**src/rtl/pmc_pkg.sv**
```systemverilog
package pmc_pkg;
    localparam int CNT_W  = 64;
    localparam int HALF_W = CNT_W / 2;

    // Control bit positions inside the 64-bit event-control register
    localparam int EV_OF    = 63;
    localparam int EV_MINH  = 62;
    localparam int EV_SINH  = 61;
    localparam int EV_UINH  = 60;
    localparam int EV_VSINH = 59;
    localparam int EV_VUINH = 58;

    typedef enum logic [1:0] {
        PRIV_U   = 2'b00,
        PRIV_S   = 2'b01,
        PRIV_RSV = 2'b10,
        PRIV_M   = 2'b11
    } priv_e;

    typedef enum logic [1:0] {
        SEL_CNT  = 2'd0,
        SEL_CNTH = 2'd1,
        SEL_EVT  = 2'd2,
        SEL_EVTH = 2'd3
    } regsel_e;

    typedef enum logic {
        IRQ_IDLE = 1'b0,
        IRQ_PEND = 1'b1
    } irq_st_e;

    typedef struct packed {
        logic minh;
        logic sinh;
        logic uinh;
        logic vsinh;
        logic vuinh;
    } inh_bits_t;
endpackage

```
**src/rtl/pmc_filter.sv**
```systemverilog
module pmc_filter
    import pmc_pkg::*;
(
    input  logic [1:0]  priv,
    input  logic        virt,
    input  inh_bits_t   inh,
    output logic        allow
);
    always_comb begin
        allow = 1'b1;
        unique case (priv_e'(priv))
            PRIV_M:   allow = !inh.minh;
            PRIV_S:   allow = virt ? !inh.vsinh : !inh.sinh;
            PRIV_U:   allow = virt ? !inh.vuinh : !inh.uinh;
            PRIV_RSV: allow = 1'b1;
            default:  allow = 1'b1;
        endcase
    end
endmodule

```
**src/rtl/pmc_counter.sv**
```systemverilog
module pmc_counter
    import pmc_pkg::*;
(
    input  logic              clk,
    input  logic              rst_n,
    input  logic              mode32,
    input  logic [1:0]        priv,
    input  logic              virt,
    input  logic              strobe,
    input  logic              gmask,
    input  logic              wr_cnt_lo,
    input  logic              wr_cnt_hi,
    input  logic              wr_evt_lo,
    input  logic              wr_evt_hi,
    input  logic [CNT_W-1:0]  wr_data,
    output logic [CNT_W-1:0]  cnt_q,
    output logic [CNT_W-1:0]  evt_q,
    output logic              ovf_new
);
    logic [CNT_W-1:0]  cnt_d;
    logic [CNT_W-1:0]  evt_d;
    logic [HALF_W-1:0] lo;
    logic [HALF_W-1:0] hi;
    logic [HALF_W-1:0] hi_src;
    logic              lo_full;
    logic              hi_full;
    logic              cnt_wr;
    logic              evt_wr;
    logic              allow;
    logic              bump;
    logic              wrap;
    inh_bits_t         inh;

    assign inh = '{minh:  evt_q[EV_MINH],
                   sinh:  evt_q[EV_SINH],
                   uinh:  evt_q[EV_UINH],
                   vsinh: evt_q[EV_VSINH],
                   vuinh: evt_q[EV_VUINH]};

    pmc_filter u_filter (
        .priv  (priv),
        .virt  (virt),
        .inh   (inh),
        .allow (allow)
    );

    always_comb begin
        lo      = cnt_q[HALF_W-1:0];
        hi      = cnt_q[CNT_W-1:HALF_W];
        lo_full = &lo;
        hi_full = &hi;
        hi_src  = mode32 ? wr_data[HALF_W-1:0] : wr_data[CNT_W-1:HALF_W];
        cnt_wr  = wr_cnt_lo | wr_cnt_hi;
        evt_wr  = wr_evt_lo | wr_evt_hi;
        bump    = strobe & ~gmask & allow & ~cnt_wr;
        wrap    = bump & lo_full & hi_full;
        ovf_new = wrap & ~evt_q[EV_OF];
    end

    always_comb begin
        cnt_d = cnt_q;
        if (cnt_wr) begin
            if (wr_cnt_lo) cnt_d[HALF_W-1:0]     = wr_data[HALF_W-1:0];
            if (wr_cnt_hi) cnt_d[CNT_W-1:HALF_W] = hi_src;
        end else if (bump) begin
            if (wrap) begin
                cnt_d = '0;
            end else if (mode32) begin
                if (!lo_full) cnt_d[HALF_W-1:0]     = lo + 1'b1;
                else          cnt_d[CNT_W-1:HALF_W] = hi + 1'b1;
            end else begin
                cnt_d = cnt_q + 1'b1;
            end
        end
    end

    always_comb begin
        evt_d = evt_q;
        if (evt_wr) begin
            if (wr_evt_lo) evt_d[HALF_W-1:0]     = wr_data[HALF_W-1:0];
            if (wr_evt_hi) evt_d[CNT_W-1:HALF_W] = hi_src;
        end else if (wrap) begin
            evt_d[EV_OF] = 1'b1;
        end
    end

    always_ff @(posedge clk) begin
        if (!rst_n) begin
            cnt_q <= '0;
            evt_q <= '0;
        end else begin
            cnt_q <= cnt_d;
            evt_q <= evt_d;
        end
    end
endmodule

```
**src/rtl/pmc_irq_fsm.sv**
```systemverilog
module pmc_irq_fsm
    import pmc_pkg::*;
(
    input  logic clk,
    input  logic rst_n,
    input  logic ovf_any,
    input  logic irq_clear,
    output logic irq
);
    irq_st_e state_q;
    irq_st_e state_d;

    always_ff @(posedge clk) begin
        if (!rst_n) state_q <= IRQ_IDLE;
        else        state_q <= state_d;
    end

    always_comb begin
        state_d = state_q;
        unique case (state_q)
            IRQ_IDLE: if (ovf_any)                 state_d = IRQ_PEND;
            IRQ_PEND: if (irq_clear && !ovf_any)   state_d = IRQ_IDLE;
            default:                               state_d = IRQ_IDLE;
        endcase
    end

    always_comb begin
        irq = (state_q == IRQ_PEND);
    end
endmodule

```
**src/rtl/pmc_bank.sv**
```systemverilog
module pmc_bank
    import pmc_pkg::*;
#(
    parameter  int NUM_CTR = 4,
    localparam int IDX_W   = (NUM_CTR > 1) ? $clog2(NUM_CTR) : 1
) (
    input  logic               clk,
    input  logic               rst_n,
    input  logic               mode32,
    input  logic [1:0]         priv,
    input  logic               virt,
    input  logic [NUM_CTR-1:0] inh_mask,
    input  logic [NUM_CTR-1:0] evt_strobe,
    input  logic               wr_en,
    input  logic [IDX_W-1:0]   wr_idx,
    input  logic [1:0]         wr_sel,
    input  logic [63:0]        wr_data,
    input  logic [IDX_W-1:0]   rd_idx,
    input  logic [1:0]         rd_sel,
    output logic [63:0]        rd_data,
    input  logic               irq_clear,
    output logic               ovf_irq
);
    logic [NUM_CTR-1:0][CNT_W-1:0] cnt_arr;
    logic [NUM_CTR-1:0][CNT_W-1:0] evt_arr;
    logic [NUM_CTR-1:0]            ovf_vec;
    logic                          ovf_any;

    for (genvar i = 0; i < NUM_CTR; i++) begin : g_ctr
        logic hit;
        logic w_cl, w_ch, w_el, w_eh;

        always_comb begin
            hit  = wr_en && (wr_idx == IDX_W'(i));
            w_cl = hit && (regsel_e'(wr_sel) == SEL_CNT);
            w_ch = hit && (mode32 ? (regsel_e'(wr_sel) == SEL_CNTH)
                                  : (regsel_e'(wr_sel) == SEL_CNT));
            w_el = hit && (regsel_e'(wr_sel) == SEL_EVT);
            w_eh = hit && (mode32 ? (regsel_e'(wr_sel) == SEL_EVTH)
                                  : (regsel_e'(wr_sel) == SEL_EVT));
        end

        pmc_counter u_ctr (
            .clk       (clk),
            .rst_n     (rst_n),
            .mode32    (mode32),
            .priv      (priv),
            .virt      (virt),
            .strobe    (evt_strobe[i]),
            .gmask     (inh_mask[i]),
            .wr_cnt_lo (w_cl),
            .wr_cnt_hi (w_ch),
            .wr_evt_lo (w_el),
            .wr_evt_hi (w_eh),
            .wr_data   (wr_data),
            .cnt_q     (cnt_arr[i]),
            .evt_q     (evt_arr[i]),
            .ovf_new   (ovf_vec[i])
        );
    end

    assign ovf_any = |ovf_vec;

    pmc_irq_fsm u_irq (
        .clk       (clk),
        .rst_n     (rst_n),
        .ovf_any   (ovf_any),
        .irq_clear (irq_clear),
        .irq       (ovf_irq)
    );

    always_comb begin
        rd_data = '0;
        unique case (regsel_e'(rd_sel))
            SEL_CNT:  rd_data = mode32 ? {{HALF_W{1'b0}}, cnt_arr[rd_idx][HALF_W-1:0]}
                                       : cnt_arr[rd_idx];
            SEL_CNTH: rd_data = mode32 ? {{HALF_W{1'b0}}, cnt_arr[rd_idx][CNT_W-1:HALF_W]}
                                       : '0;
            SEL_EVT:  rd_data = mode32 ? {{HALF_W{1'b0}}, evt_arr[rd_idx][HALF_W-1:0]}
                                       : evt_arr[rd_idx];
            SEL_EVTH: rd_data = mode32 ? {{HALF_W{1'b0}}, evt_arr[rd_idx][CNT_W-1:HALF_W]}
                                       : '0;
            default:  rd_data = '0;
        endcase
    end
endmodule

```
**config.mk**
```make
export PLATFORM = sky130hd
export DESIGN_NAME = pmc_bank
export DESIGN_NICKNAME = d
export VERILOG_FILES = /design/src/rtl/pmc_pkg.sv /design/src/rtl/pmc_filter.sv /design/src/rtl/pmc_counter.sv /design/src/rtl/pmc_irq_fsm.sv /design/src/rtl/pmc_bank.sv
export SDC_FILE = /design/constraint.sdc
export NUM_CORES = 2
export LEC_CHECK = 0
export ABC_AREA = 1
export BUFFER_PORTS_ARGS = -buffer_cell sky130_fd_sc_hd__buf_2
export CAP_MARGIN = 20
export CORE_ASPECT_RATIO = 0.8
export CORE_UTILIZATION = 40
export DETAILED_ROUTE_END_ITERATION = 10
export PLACE_DENSITY_LB_ADDON = 0.15
export SYNTH_ARGS = -nofsm -noshare
export SYNTH_HDL_FRONTEND = slang
export SYNTH_SLANG_ARGS = --single-unit
```
**constraint.sdc**
```tcl
create_clock -name clk -period 3.8 [get_ports clk]
set_input_delay 0.19 -clock clk [delete_from_list [all_inputs] [get_ports clk]]
set_output_delay 0.19 -clock clk [all_outputs]
set_load 0.005 [all_outputs]
```
; Yosys cells after proc, flatten, opt, wreduce, memory -nomap -nowiden
; Cells that the tools add are included.
[totals]
register_bits = 513
latch_bits = 0
mem_bits_rw = 0
rom_bits = 0
inputBits = 88
out_inout_bits = 65
word_cells = 265
memories = 0
[op_classes]
n_addsub = 12
multipliers = 0
div = 0
order_cmp = 1
eq_ne = 32
shift = 0
n_mux = 71
n_bitwise = 45
reduce_logical = 83
[ops]
columns = op, count
row1 = $mux W64, 20
row2 = $mux W32, 23
row3 = $add A32 B1 Y32 const B, 8
row4 = $add A64 B1 Y64 const B, 4
row5 = $bmux W64 S2, 2
row6 = $pmux W64 S4, 1
row7 = $reduce_and A32 Y1, 8
row8 = $and A1 B1 Y1, 24
row9 = $ne A2 B1 Y1 const B, 12
row10 = $reduce_and A2 Y1, 12
row11 = $reduce_and A3 Y1, 8
row12 = $logic_and A1 B1 Y1, 21
row13 = $logic_not A1 Y1, 21
row14 = $mux W1, 20
row15 = $eq A2 B2 Y1 const B, 8
row16 = $ne A4 B1 Y1 const B, 4
row17 = $ne A4 B4 Y1 const B, 4
row18 = $pmux W1 S4, 4
row19 = $reduce_bool A2 Y1, 8
row20 = $not A1 Y1, 13
row21 = $eq A2 B1 Y1 const B, 4
row22 = $logic_not A2 Y1, 4
row23 = $or A1 B1 Y1, 8
row24 = $reduce_or A4 Y1, 1
row25 = other kinds (2), 2

; Longest topological paths before layout
[logic_depth]
word_depth = 14
depth_mapped = 15
depth_no_buf = 15

; Hierarchy
; Synthesis repeated with hierarchy kept, for this count alone.
[unflattened]
hier_cells = 6686
area_unflattened_um2 = 37962.7
[modules_own_cells]
columns = module, instances, cells_per_inst, area_per_inst_um2, seq_area_each_um2
row1 = pmc_counter, 4, 1364, 8082.8, 2562.5
row2 = pmc_bank, 1, 1176, 5392.7, 0.0
row3 = pmc_filter, 4, 12, 48.8, 0.0
row4 = pmc_irq_fsm, 1, 6, 43.8, 20.0

; Worst setup path after synthesis
; Ideal clock, no wire load.
[synth_path]
path_type = register to register
start = register g_ctr[3].u_ctr.cnt_q[32]
end = register g_ctr[3].u_ctr.cnt_q[24]
setup_ns = 0.113
t_arrival_ns = 1.951
slack_ns = 1.737
path_stages_with_launch = 13
path_buffers = 2
path_cell_list = dfxtp_1 ha_1 nand3_1 nor2_1 nand2_1 nor2_1 nand2_2 nand3_4 nand2_4 buf_6 buf_6 nor2_1 nor2_1
[synth_via]
elab_chain_len = 5
word_cells_on_any_way = 7
classes_between = 1 x eq/ne / 3 x mux / 1 x bitwise / 2 x reduce/logical
[synth_rtl]
columns = element, line
row1 = start: declaration, pmc_counter.sv:16  ; output logic [CNT_W-1:0] cnt_q,
row2 = start signal: assignment, pmc_counter.sv:92  ; cnt_q <= cnt_d;
row3 = $reduce_and A32 Y1 *, pmc_counter.sv:51  ; hi_full = &hi;
row4 = $and A1 B1 Y1 *, pmc_counter.sv:56  ; wrap = bump & lo_full & hi_full;
row5 = $mux W64, pmc_counter.sv:66  ; if (wrap) begin
row6 = $mux W64, pmc_counter.sv:65  ; end else if (bump) begin
row7 = $mux W64, pmc_counter.sv:62  ; if (cnt_wr) begin
; Mark *: on every way between the ends. The rest lies on a longest branch, timed or not. The select of a mux whose other input is x is not followed.
; A chain may end at the register's enable or synchronous reset.

; Worst setup path in the final report
[layout_path]
start = register g_ctr[2].u_ctr.cnt_q[61]
end = output port rd_data[29]
[layout_via]
elab_chain_len = 4
[layout_rtl]
columns = element, line
row1 = start: declaration, pmc_counter.sv:16
row2 = start signal: assignment, pmc_counter.sv:92
row3 = $bmux W64 S2, pmc_bank.sv:77  ; SEL_CNTH: rd_data = mode32 ? {{HALF_W{1'b0}}, cnt_arr[rd_idx][CNT_W-1:HALF_W]}
row4 = $mux W64 (implied by the code), pmc_bank.sv:77
row5 = $mux W32, pmc_bank.sv:77
row6 = $pmux W64 S4, pmc_bank.sv:74  ; unique case (regsel_e'(rd_sel))
row7 = end: declaration, pmc_bank.sv:20  ; output logic [63:0] rd_data,
; Every way passes these cells. The select of a mux whose other input is x is not followed.

==> reports/results.ini <==
[floorplanning]
initial_core_util = 0.406
std_cell_rows = 97
die_area_mm2 = 0.0905
die_x_um = 336
dieHeight_um = 269
core_mm2 = 0.0880
ios = 153

[synth]
ys_warn_count = 0
synth_cell_types = 47
ys_ff_latch = 513
synth_seq_area_share = 0.287
synthCells = 6145
synth_area_mm2 = 0.0357
synthesis.nets = 6241
postSynthAreaPerCell_um2 = 5.81

[sta]
setup_violations = 1
period_needed_ns = 3.81
finalCritPeriodShare = 1.00
clock-skew-final_ns = 0.0313
worst_slack_ns = -0.00705
worst_pin_slew_ns = 1.17
rsz0062_at_grt = no
fmax_ghz = 0.263
slew_violations = 0
slew-limit-headroom = 0.213
hold_viol_final = 0

[critical_path]
slowest_stage = o21ai_0
critPathArrivalTime_ns = 3.62
crit_top_cell = nand2_1
path_cells = inv_1 -> o21ai_0 -> nand2_1 -> o22ai_1 -> nand2_1 -> nand3_1 -> buf_2
cp-end-kind = output port
crit_fanout = 5
r2r_start = g_ctr[3].u_ctr.cnt_q[32]$_SDFFE_PN0P_
crit_required_ns = 3.61
startpoint = g_ctr[2].u_ctr.cnt_q[61]$_SDFFE_PN0P_
startpoint_type = flop
critPathTopFamily = compound AO/OA/AOI/OAI gates
crit_buf_inv = 2
slowest_delay_ns = 0.92
critPathKind = flop to output port

[layout]
fin_cells = 7331
final_nets = 6184
nFillCells = 9705
final_cell_area_mm2 = 0.0395
multi_input_area_mm2 = 0.0219
syn_to_final_growth_pct = 10.6
drive_above_1_share = 0.0704
seq_area_mm2 = 0.0103

[pwr]
ir_drop_mv = 0.332
powerDensity_mw_per_mm2 = 378
p_leak_nw = 15.7

[routing]
routedWlPerCell_um = 25.5
ant_nets = 0
vias_per_cell = 5.84
drtIter0Drc = 5548
drt-pass1-iter-count = 7
via_count = 42800
finalWirelength_mm = 187
drc = 0

[worst_hold_path]
worstHoldStart = wr_data[50]
hp-class = input port to flop

[placed_design]
portBuffers = 152
place_congestion = 1.04
place_ws_ns = 0.545
dpl.cell_count = 7203
dpl.hpwl_mm = 138
dpl_cell_area_mm2 = 0.0374

[grt]
grt_max_degree = 179
grt_first_pass_wirelength_mm = 267
grt-ovfl-total = 0
antenna_found_initial = 15
grt_pass1_vias = 37800
gr-usage-all-layers = 0.401

[clock_tree]
htree_num_levels = 2
clkTransAtPathRegs_ns = 0.06
cts-root-buf = clkbuf_16
cts_tree = built
clock-sinks = 513
cts_buffers = 61
clk_path_buf_depth = 3
post_cts_buffers = 0
clk_latency_ns = 0.69

[outcome]
violations = setup timing
status = complete, but fails checks

[run]
max_cap_viol_count = 0

==> routing by layer <==
layer  global-route usage  share of wire  wire length, um  vias up
met5                    0        0.00018               33        -
met3                0.108           0.12            22500      345
met1                0.564           0.43            79700    20100
met4                0.189          0.053             9940        4
li1                     -              -                -    20000
met2                0.559           0.40            75100     2349
==> layout make-up <==
type,count,area share
flip-flops and latches,513,0.260
repair buffers,239,0.0408
inverters,569,0.0542
clock inverters,32,0.00924
multi-input cells,4704,0.555
clock buffers,81,0.0426
diodes,5,0.000317
well taps,1188,0.0376
==> cells by family after synthesis <==
family | Yosys count | synth area share
buffers and inverters | 928 | 0.101
adder cells (fa/ha/maj) | 8 | 0.00280
multiplexers | 1 | 0.000280
XOR/XNOR | 139 | 0.0341
AO/OA/AOI/OAI | 1459 | 0.213
AND/OR/NAND/NOR | 3097 | 0.361
flip-flops | 513 | 0.287
==> final timing paths <==
kind                                                 to  slack [ns]  cells after the start
setup / recovery                            rd_data[29]      -0.007                      7
hold / removal    g_ctr[0].u_ctr.cnt_q[50]$_SDFFE_PN0P_        0.01                      5
setup reg to reg  g_ctr[3].u_ctr.cnt_q[16]$_SDFFE_PN0P_        0.41                     12
hold reg to reg   g_ctr[0].u_ctr.evt_q[56]$_SDFFE_PN0P_        0.45                      2
==> flip-flops by register name (all words and copies together), names as in the netlist <==
name,cells
g_ctr.u_ctr.cnt_q,256
u_irq.irq,1
g_ctr.u_ctr.evt_q,256
==> worst min-delay path: cells and delay by family <==
kind                   cells  cell delay, ns
AOI/OAI and AO/OA          3            0.26
buffers and inverters      1            0.11
and+or+nand+nor            1            0.11
==> Yosys cell counts (all sizes together) <==
cell type | count | area share
inv | 568 | 0.060
a31o | 29 | 0.0071
a21o | 1 | 0.00021
nor3b | 3 | 0.00063
nand3 | 557 | 0.079
xnor2 | 16 | 0.0039
o21bai | 7 | 0.0016
mux2i | 1 | 0.00028
o211ai | 28 | 0.0059
and3 | 3 | 0.00053
and2 | 2 | 0.00035
xor2 | 123 | 0.030
nor2 | 736 | 0.079
o21ai | 661 | 0.093
dfxtp | 513 | 0.29
a31oi | 6 | 0.0011
nand3b | 13 | 0.0031
clkbuf | 275 | 0.029
nor3 | 51 | 0.0080
o22ai | 66 | 0.012
or2 | 3 | 0.00053
buf | 84 | 0.012
nor4 | 7 | 0.0012
o31ai | 2 | 0.00042
a21oi | 658 | 0.092
nand4 | 95 | 0.017
clkinv | 1 | 0.00010
nand2 | 1627 | 0.17
ha | 8 | 0.0028
o21a | 1 | 0.00021
==> per-stage QoR <==
step / hold WS (ns) / setup TNS (ns) / utilization / power [mW]
floorplan: 0.381 / 0 / - / 7.41
global placement: 0.434 / 0 / 0.425 / 8.58
detailed placement: 0.440 / 0 / 0.425 / 8.58
CTS: 0.00304 / 0 / 0.449 / 14.8
global route: 0.0514 / 0 / 0.449 / 15.4
finish: 0.0112 / -0.00705 / 0.449 / 14.9
==> where the power goes <==
group / switching (mW) / leakage (nW) / internal (mW)
combinational: 1.95 / 10.5 / 0.679
sequential: 0.355 / 4.17 / 5.62
clock: 2.74 / 0.998 / 3.58
==> layout by cell type (no fill, tap or decap), types with 46 or more instances in the layout <==
master,n
nand2_1,1612
nor2_1,715
a21oi_1,658
o21ai_0,635
nand3_1,553
inv_1,551
dfxtp_1,513
buf_2,148
xor2_1,123
nand4_1,95
buf_4,67
o22ai_1,66
clkbuf_16,63
nor3_1,46
==> repair_timing <==
action                                 4_1_cts  5_1_grt
gates resized for setup                      0        0
hold buffers                                 9        0
endpoints found under the hold margin       55        0
Power figures use the tool's default switching activity.
